<file path="src/rtl/ext_irq_pkg.sv">
package ext_irq_pkg;

    // Per-pin trigger mode, 2 bits each
    typedef enum logic [1:0] {
        TRIG_LOW  = 2'b00,
        TRIG_HIGH = 2'b01,
        TRIG_FALL = 2'b10,
        TRIG_RISE = 2'b11
    } trig_mode_e;

    // Per-pin conditioner state
    typedef enum logic [1:0] {
        PS_LEVEL    = 2'b00,
        PS_ARMED    = 2'b01,
        PS_CAPTURED = 2'b10
    } pin_state_e;

endpackage

</file>
<file path="src/rtl/ext_irq_sync.sv">
module ext_irq_sync #(
    parameter int WIDTH  = 4,
    parameter int STAGES = 2
) (
    input  logic             clk,
    input  logic             rst_n,
    input  logic [WIDTH-1:0] d_i,
    output logic [WIDTH-1:0] q_o
);
    logic [WIDTH-1:0] chain_q [STAGES];

    for (genvar s = 0; s < STAGES; s++) begin : g_stage
        if (s == 0) begin : g_first
            always_ff @(posedge clk or negedge rst_n) begin
                if (!rst_n) chain_q[s] <= '1;
                else        chain_q[s] <= d_i;
            end
        end else begin : g_next
            always_ff @(posedge clk or negedge rst_n) begin
                if (!rst_n) chain_q[s] <= '1;
                else        chain_q[s] <= chain_q[s-1];
            end
        end
    end

    assign q_o = chain_q[STAGES-1];
endmodule

</file>
<file path="src/rtl/ext_irq_pin_fsm.sv">
module ext_irq_pin_fsm
    import ext_irq_pkg::*;
(
    input  logic       clk,
    input  logic       rst_n,
    input  trig_mode_e mode_i,
    input  trig_mode_e new_mode_i,
    input  logic       mode_chg_i,
    input  logic       level_i,
    input  logic       prev_i,
    input  logic       clr_i,
    output logic       irq_o
);
    pin_state_e state_q, state_d;
    logic       edge_hit;

    always_comb begin
        unique case (mode_i)
            TRIG_RISE: edge_hit = level_i & ~prev_i;
            TRIG_FALL: edge_hit = ~level_i & prev_i;
            default:   edge_hit = 1'b0;
        endcase
    end

    // next-state logic
    always_comb begin
        state_d = state_q;
        if (mode_chg_i) begin
            state_d = new_mode_i[1] ? PS_ARMED : PS_LEVEL;
        end else begin
            unique case (state_q)
                PS_LEVEL:    state_d = PS_LEVEL;
                PS_ARMED:    if (edge_hit) state_d = PS_CAPTURED;
                PS_CAPTURED: if (clr_i && !edge_hit) state_d = PS_ARMED;
                default:     state_d = PS_LEVEL;
            endcase
        end
    end

    // state register
    always_ff @(posedge clk or negedge rst_n) begin
        if (!rst_n) state_q <= PS_LEVEL;
        else        state_q <= state_d;
    end

    // outputs
    always_comb begin
        unique case (state_q)
            PS_LEVEL:    irq_o = (mode_i == TRIG_HIGH) ? level_i : ~level_i;
            PS_ARMED:    irq_o = 1'b0;
            PS_CAPTURED: irq_o = 1'b1;
            default:     irq_o = 1'b0;
        endcase
    end
endmodule

</file>
<file path="src/rtl/ext_irq_cond.sv">
module ext_irq_cond
    import ext_irq_pkg::*;
#(
    parameter int NUM_PINS    = 4,
    parameter int SYNC_STAGES = 2
) (
    input  logic                  clk,
    input  logic                  rst_n,
    input  logic [NUM_PINS-1:0]   pin_i,
    input  logic                  mode_wr_en,
    input  logic [2*NUM_PINS-1:0] mode_wr_data,
    input  logic                  clr_wr_en,
    input  logic [NUM_PINS-1:0]   clr_wr_data,
    output logic [NUM_PINS-1:0]   irq_o
);
    localparam int MODE_W = 2 * NUM_PINS;

    logic [MODE_W-1:0]   mode_q;
    logic [NUM_PINS-1:0] pin_sync_w;
    logic [NUM_PINS-1:0] pin_prev_q;

    ext_irq_sync #(.WIDTH(NUM_PINS), .STAGES(SYNC_STAGES)) u_sync (
        .clk   (clk),
        .rst_n (rst_n),
        .d_i   (pin_i),
        .q_o   (pin_sync_w)
    );

    always_ff @(posedge clk or negedge rst_n) begin
        if (!rst_n) begin
            mode_q     <= '0;
            pin_prev_q <= '1;
        end else begin
            pin_prev_q <= pin_sync_w;
            if (mode_wr_en) mode_q <= mode_wr_data;
        end
    end

    for (genvar i = 0; i < NUM_PINS; i++) begin : g_pin
        logic chg;
        assign chg = mode_wr_en && (mode_wr_data[2*i+:2] != mode_q[2*i+:2]);

        ext_irq_pin_fsm u_fsm (
            .clk        (clk),
            .rst_n      (rst_n),
            .mode_i     (trig_mode_e'(mode_q[2*i+:2])),
            .new_mode_i (trig_mode_e'(mode_wr_data[2*i+:2])),
            .mode_chg_i (chg),
            .level_i    (pin_sync_w[i]),
            .prev_i     (pin_prev_q[i]),
            .clr_i      (clr_wr_en & clr_wr_data[i]),
            .irq_o      (irq_o[i])
        );
    end
endmodule

</file>
<file path="config.mk">
export PLATFORM = sky130hd
export DESIGN_NAME = ext_irq_cond
export DESIGN_NICKNAME = d
export VERILOG_FILES = /design/src/rtl/ext_irq_pkg.sv /design/src/rtl/ext_irq_sync.sv /design/src/rtl/ext_irq_pin_fsm.sv /design/src/rtl/ext_irq_cond.sv
export SDC_FILE = /design/constraint.sdc
export NUM_CORES = 1
export LEC_CHECK = 0
export BUFFER_PORTS_ARGS = -buffer_cell sky130_fd_sc_hd__buf_2
export CAP_MARGIN = 20
export CORE_ASPECT_RATIO = 0.8
export CORE_MARGIN = 2
export CORE_UTILIZATION = 56
export CTS_CLUSTER_SIZE = 20
export DETAILED_ROUTE_END_ITERATION = 10
export PLACE_DENSITY = 0.78
export SYNTH_ARGS = -nofsm -noshare
export SYNTH_HDL_FRONTEND = slang
export SYNTH_HIERARCHICAL = 1
export SYNTH_SLANG_ARGS = --single-unit
</file>
<file path="constraint.sdc">
create_clock -name clk -period 2.3 [get_ports clk]
set_input_delay 0.115 -clock clk [delete_from_list [all_inputs] [get_ports clk]]
set_output_delay 0.115 -clock clk [all_outputs]
set_load 0.005 [all_outputs]
</file>
==> flow_summary.ini, run 1 <==
[die]
die_h_um = 49.99
num_rows = 16
start_util_pct = 59.63
dieArea_sq_mm = 0.003073
fp.dieW_um = 61.48
core_area_sq_mm = 0.002482
pin_count = 24

[worst_hold_path]
hp-start = mode_wr_data[5]
hold_path.class = primary input to flip-flop
hold_end = g_pin[2].u_fsm/state_q[0]
min_path_cells = 3

[setup_path]
cp_cell_sequence = or2b_1 -> xnor2_1 -> a21oi_1 -> buf_2
crit_family = flip-flops
worstSetupEndpointType = primary output
reg2reg_setup_slack_ns = 0.94
critPathLaunchType = flip-flop
reg2reg_to = g_pin[2].u_fsm/state_q[1]
r2r_cells = 4
r2r-start = mode_q[4]
cp.depth = 4
startpoint = mode_q[5]
cp_max_fo = 6
cp.required_ns = 2.18
crit_slowest_cell = dfrtp_1
critPathKind = flip-flop to primary output
crit_buf_inv = 1
slowest_delay_ns = 0.47
cp.arrival_ns = 1.45

[status]
status = complete, no violations

[synthesis]
ys_ff_latch = 28
synth-seq-area-share_pct = 48.35
syn_area_sq_mm = 0.001480
syn-num-nets = 141
avgSynthCellArea_sq_um = 12.23
synth_cell_types = 22
syn_inst = 121
ys.warnings.count = 6

[cells_and_area]
nFillCells = 211
final_area_sq_mm = 0.001685
area_growth_pct = 13.86
drive_gt1_share_pct = 37.16
final_util_pct = 67.89
multi_input_area_sq_um = 693.2
fin_nets = 169
antenna_cells = 0
register_area_sq_um = 715.7

[power_and_ir_drop]
power_density_mw_per_mm2 = 614.7
pwr-share-comb_pct = 20.9
finalPower_w = 0.001036
p_switching_w = 0.0002730
swShare_pct = 26.35
p_leak_nw = 0.7276
clkPwrFrac_pct = 22.1
p_int_w = 0.0007631
vdd_drop_max_v = 0.0003473
p_seq_share_pct = 57.0

[clock_tree]
clock_latency_ns = 0.32
cts_resized = 0
clk_pin_slew_worst_paths_ns = 0.14
clock-root-buffer = clkbuf_4
cts_buffers = 3
cts_tree = done
htreeDepth = 1
clock_path_buffers = 2
clock_sinks = 28

[timing]
finalHoldViolations = 0
setup_viol_count_final = 0
max_freq_mhz = 638.7
grt_setup_unrepaired = no
skew_ns = 0.006634
slew_violations = 0
worstMarginPinSlew_ns = 0.5852
post-route-min-period_ns = 1.566
max_slew_margin_pct = 60.99
fin_tns_setup_ns = 0
period_share_pct = 68.07

[detailed_routing]
routed_wl_um = 2426
vias = 996
viasPerCell = 5.413
dr.pass1.iters = 4
drc = 0
ant_nets = 0
routedWlPerCell_um = 13.18
drt_iter0_drc = 43

[flow_run]
maxCapViolCount = 0

[placed_design]
placed_area_sq_mm = 0.001599
dp_hpwl_um = 1812
numPortBuffers = 23
gp_congestion = 0.7876

[grt]
groute.usage.overall_pct = 17.85
grt_pass1_vias = 966
grt_overflow = 0
grt_max_degree = 29
antenna_found_initial = 0
grt_pass1_wl_um = 4140
-- layout make-up --
| class | instances | share of cell area, % |
|---|---|---|
| inverter | 8 | 1.782 |
| timing repair buffer | 28 | 9.800 |
| multi-input combinational | 80 | 41.13 |
| tap | 36 | 2.673 |
| sequential | 28 | 42.46 |
| clock buffer | 4 | 2.153 |
-- tightest hold or removal path: stages --
cell and delay [ns]:
buf_2 0.10, nand2_1 0.06, o31ai_2 0.05
-- metal layers --
metal / global-route usage, % / up-vias / wire (um)
li1: - / 489 / -
met1: 26.22 / 485 / 1148
met2: 27.54 / 22 / 1157
met3: 4.987 / 0 / 120
met4: 1.064 / 0 / 0
met5: 0 / - / 0
-- stage by stage --
stage / std cells / setup WS (ns) / hold WS [ns]
6_report: 184 / 0.7343 / 0.04024
5_1_grt: 184 / 0.6309 / 0.01387
4_1_cts: 184 / 0.7123 / 0.02263
3_5_place_dp: 175 / 0.9348 / 0.1622
3_3_place_gp: 175 / 1.035 / 0.1509
2_1_floorplan: 121 / 1.041 / -0.1806
-- state kept, by name (all words and copies together), names as in the netlist --
register and count:
g_pin.u_fsm/state_q 8, mode_q 8, pin_prev_q 4, u_sync/chain_q 4, u_sync/q_o 4
-- what timing repair did --
action	4_1_cts	5_1_grt
endpoints found under the hold margin	20	0
hold buffers	5	0
buffers inserted	0	0
-- cell families after synthesis --
family,synth area share [%]
AOI/OAI and AO/OA,16.23
buffers and inverters,4.818
xor gates and xnor gates,7.101
DFF,48.35
and+or+nand+nor,15.89
muxes,7.608
-- worst max-delay path by stage --
stage | end | slack [ns]
after floorplan | g_pin[0].u_fsm/state_q[0] | 1.04
after global placement | g_pin[1].u_fsm/state_q[1] | 1.04
after detailed placement | g_pin[2].u_fsm/state_q[1] | 0.93
after CTS | irq_o[2] | 0.71
after global routing | irq_o[2] | 0.63
final | irq_o[2] | 0.73
-- synthesized netlist by cell type, drive strengths merged --
| library cell | n | area (sq um) |
|---|---|---|
| dfrtp | 16 | 400.4 |
| dfstp | 12 | 315.3 |
| xnor2 | 12 | 105.1 |
| a21oi | 8 | 40.04 |
| inv | 8 | 30.03 |
| mux2 | 8 | 112.6 |
| buf | 5 | 41.29 |
| a21boi | 4 | 45.04 |
| a311oi | 4 | 35.03 |
| a31o | 4 | 35.03 |
| and2 | 4 | 25.02 |
| and3b | 4 | 35.03 |
| and4bb | 4 | 50.05 |
| nand2 | 4 | 15.01 |
| nor2b | 4 | 25.02 |
| nor3b | 4 | 30.03 |
| o2bb2ai | 4 | 35.03 |
| o31ai | 4 | 50.05 |
| or2b | 4 | 30.03 |
| or3 | 4 | 25.02 |
-- power groups by stage --
stage | Combinational, W | Clock [W] | Sequential, W
4_1_cts | 0.000219 | 0.000244 | 0.000591
5_1_grt | 0.000241 | 0.000260 | 0.000600
6_report | 0.000216 | 0.000229 | 0.000591
2_1_floorplan | 0.000159 | 0 | 0.000584
3_3_place_gp | 0.000206 | 0 | 0.000595
3_5_place_dp | 0.000212 | 0 | 0.000599
-- layout by cell type, fill, tap and decap left out --
master,netlist,final
buf_2,0,23
dfrtp_1,16,16
xnor2_1,12,12
dfstp_2,12,12
inv_1,8,8
a21oi_1,8,8
mux2_4,6,6
dlygate4sd3_1,0,5
a21boi_2,4,4
and2_1,4,4
or2b_1,4,4
nor2b_1,4,4
and4bb_1,4,4
a31o_1,4,4
and3b_1,4,4
nand2_1,4,4
o31ai_2,4,4
nor3b_1,4,4
or3_1,4,4
a311oi_1,4,4
o2bb2ai_1,4,4
clkbuf_4,0,3
mux2_2,2,2
clkbuf_8,0,1
No activity file was read; power rests on OpenSTA's default activity.
==> run 2: changes to the inputs <==
- CORE_UTILIZATION: 56 -> 55
- PLACE_DENSITY: 0.78 -> 0.77
- clock period: 2.3 -> 1.57 ns (I/O delays scaled with it)
==> run 2 against run 1 <==
Net effect: register-to-register slack got worse by 0.82 ns; sequential share of layout area down 3.6 points; critical endpoint is now irq_o[0]; via count grew 6.8%; combinational power increased by 81%; die area rose by 1.7%.
==> flow_summary.ini, run 2 (same netlist as run 1, synthesis figures left out) <==
[power_and_ir_drop]
p_seq_share_pct = 49.9
p_leak_nw = 0.8124
power_density_mw_per_mm2 = 923.1
p_int_w = 0.001284
vdd_drop_max_v = 0.0006054
finalPower_w = 0.001715
swShare_pct = 25.16
clkPwrFrac_pct = 27.3
p_switching_w = 0.0004315
pwr-share-comb_pct = 22.8

[setup_path]
critPathLaunchType = flip-flop
cp_max_fo = 5
cp_cell_sequence = or2b_1 -> xnor2_1 -> a21oi_1 -> buf_2
cp.required_ns = 1.49
slowest_delay_ns = 0.43
cp.arrival_ns = 1.39
critPathKind = flip-flop to primary output
worstSetupEndpointType = primary output
crit_slowest_cell = dfrtp_2

[die]
start_util_pct = 59.15
num_rows = 16
dieArea_sq_mm = 0.003125
fp.dieW_um = 62
die_h_um = 50.40
core_area_sq_mm = 0.002502
pin_count = 24

[clock_tree]
clk_pin_slew_worst_paths_ns = 0.14
cts_tree = done
clock_sinks = 28
clock_path_buffers = 2
htreeDepth = 1
cts_buffers = 3
clock_latency_ns = 0.33
clock-root-buffer = clkbuf_4

[timing]
setup_viol_count_final = 0
max_freq_mhz = 683.2
grt_setup_unrepaired = yes
max_slew_margin_pct = 61.69
timing.hold.ws_ns = 0.01443
setup_ws_ns = 0.1063
period_share_pct = 93.23
slew_violations = 0
worstMarginPinSlew_ns = 0.5746
post-route-min-period_ns = 1.464
finalHoldViolations = 0
skew_ns = 0.005131
fin_tns_setup_ns = 0

[status]
status = complete, no violations

[cells_and_area]
nFillCells = 175
largestRegisters = g_pin.u_fsm/state_q (8), mode_q (8)
drive_gt1_share_pct = 43.37
mostFrequentLayoutCell = buf_2
area_growth_pct = 25.53
final_util_pct = 74.25
fin_nets = 187
antenna_cells = 0
mostFrequentLayoutCells = 23 x buf_2, 12 x xnor2_1, 12 x buf_4, 12 x dfstp_2

[grt]
antenna_found_initial = 0
grt_pass1_wl_um = 4360
grt_overflow = 0
grt_max_degree = 29
grt_pass1_vias = 1005
groute.usage.overall_pct = 19.13

[placed_design]
dpl_worst_slack_ns = 0.2199
dp_hpwl_um = 1827
numPortBuffers = 23
gp_congestion = 0.8330

[detailed_routing]
drt_iter0_drc = 54
viasPerCell = 5.267
routedWlPerCell_um = 13.51
ant_nets = 0
routed_wl_um = 2729
dr.pass1.iters = 4
vias = 1064
drc = 0

[flow_run]
maxCapViolCount = 0

[worst_hold_path]
hold_path.class = primary input to flip-flop
run 2: cell count changes in the layout (fill, tap and decap cells not counted):
cell	delta
buf_4	+12
dlygate4sd3_1	+6
clkbuf_8	-1
dfrtp_1	-5
dfrtp_2	+5
bufinv_16	+1
run 2: area by class of cell:
class	instances	area [sq um]	share of cell area [%]
inverter	8	30.03	1.616
multi-input combinational	80	693.2	37.31
clock inverter	1	30.03	1.616
sequential	28	721.9	38.86
timing repair buffer	46	315.3	16.97
tap	36	45.04	2.424
clock buffer	3	22.52	1.212
run 2: path summary, 6_finish.rpt:
check	startpoint	to	slack (ns)	depth (start not counted)
worst max-delay path	mode_q[0]	irq_o[0]	0.11	4
worst min-delay path	mode_wr_data[1]	g_pin[0].u_fsm/state_q[0]	0.01	3
max in group asynchronous	rst_n	mode_q[1]	0.90	2
worst max register to register	mode_q[6]	g_pin[3].u_fsm/state_q[1]	0.12	5
worst min register to register	u_sync/chain_q[7]	u_sync/q_o[3]	0.37	0
min in group asynchronous	rst_n	mode_q[6]	0.26	2
run 2: routing by layer:
metal / routed length [um] / GRT usage (%)
met5: 0 / 0
met4: 15 / 4.255
met3: 135 / 6.443
met2: 1288 / 29.34
met1: 1289 / 26.04
run 2: what timing repair did:
action / 4_1_cts / 5_1_grt
gates resized for setup: 0 / 5
pin swaps: 0 / 4
setup endpoints to repair: 1 / 4
setup buffers: 2 / 10
endpoints found under the hold margin: 26 / 2
hold buffers: 10 / 1
run 2: power by group through the flow:
stage / logic, W / registers, W / clock network [W]
floorplan: 0.000234 / 0.000856 / 0
global placement: 0.000301 / 0.000872 / 0
detailed placement: 0.000310 / 0.000879 / 0
CTS: 0.000343 / 0.000861 / 0.000482
global route: 0.000431 / 0.000868 / 0.000518
finish: 0.000392 / 0.000856 / 0.000468
run 2: stage by stage:
stage          std cells  area, sq um
2_1_floorplan        121         1480
3_3_place_gp         175         1599
4_1_cts              191         1767
5_1_grt              202         1858
3_5_place_dp         175         1599
6_report             202         1858
run 2: worst max-delay path: cells and delay by family, from the launching register on:
kind	cells	cell delay [ns]
simple gates	1	0.26
buf+inv	1	0.12
compound gates	1	0.11
xor+xnor	1	0.13
flops	1	0.43
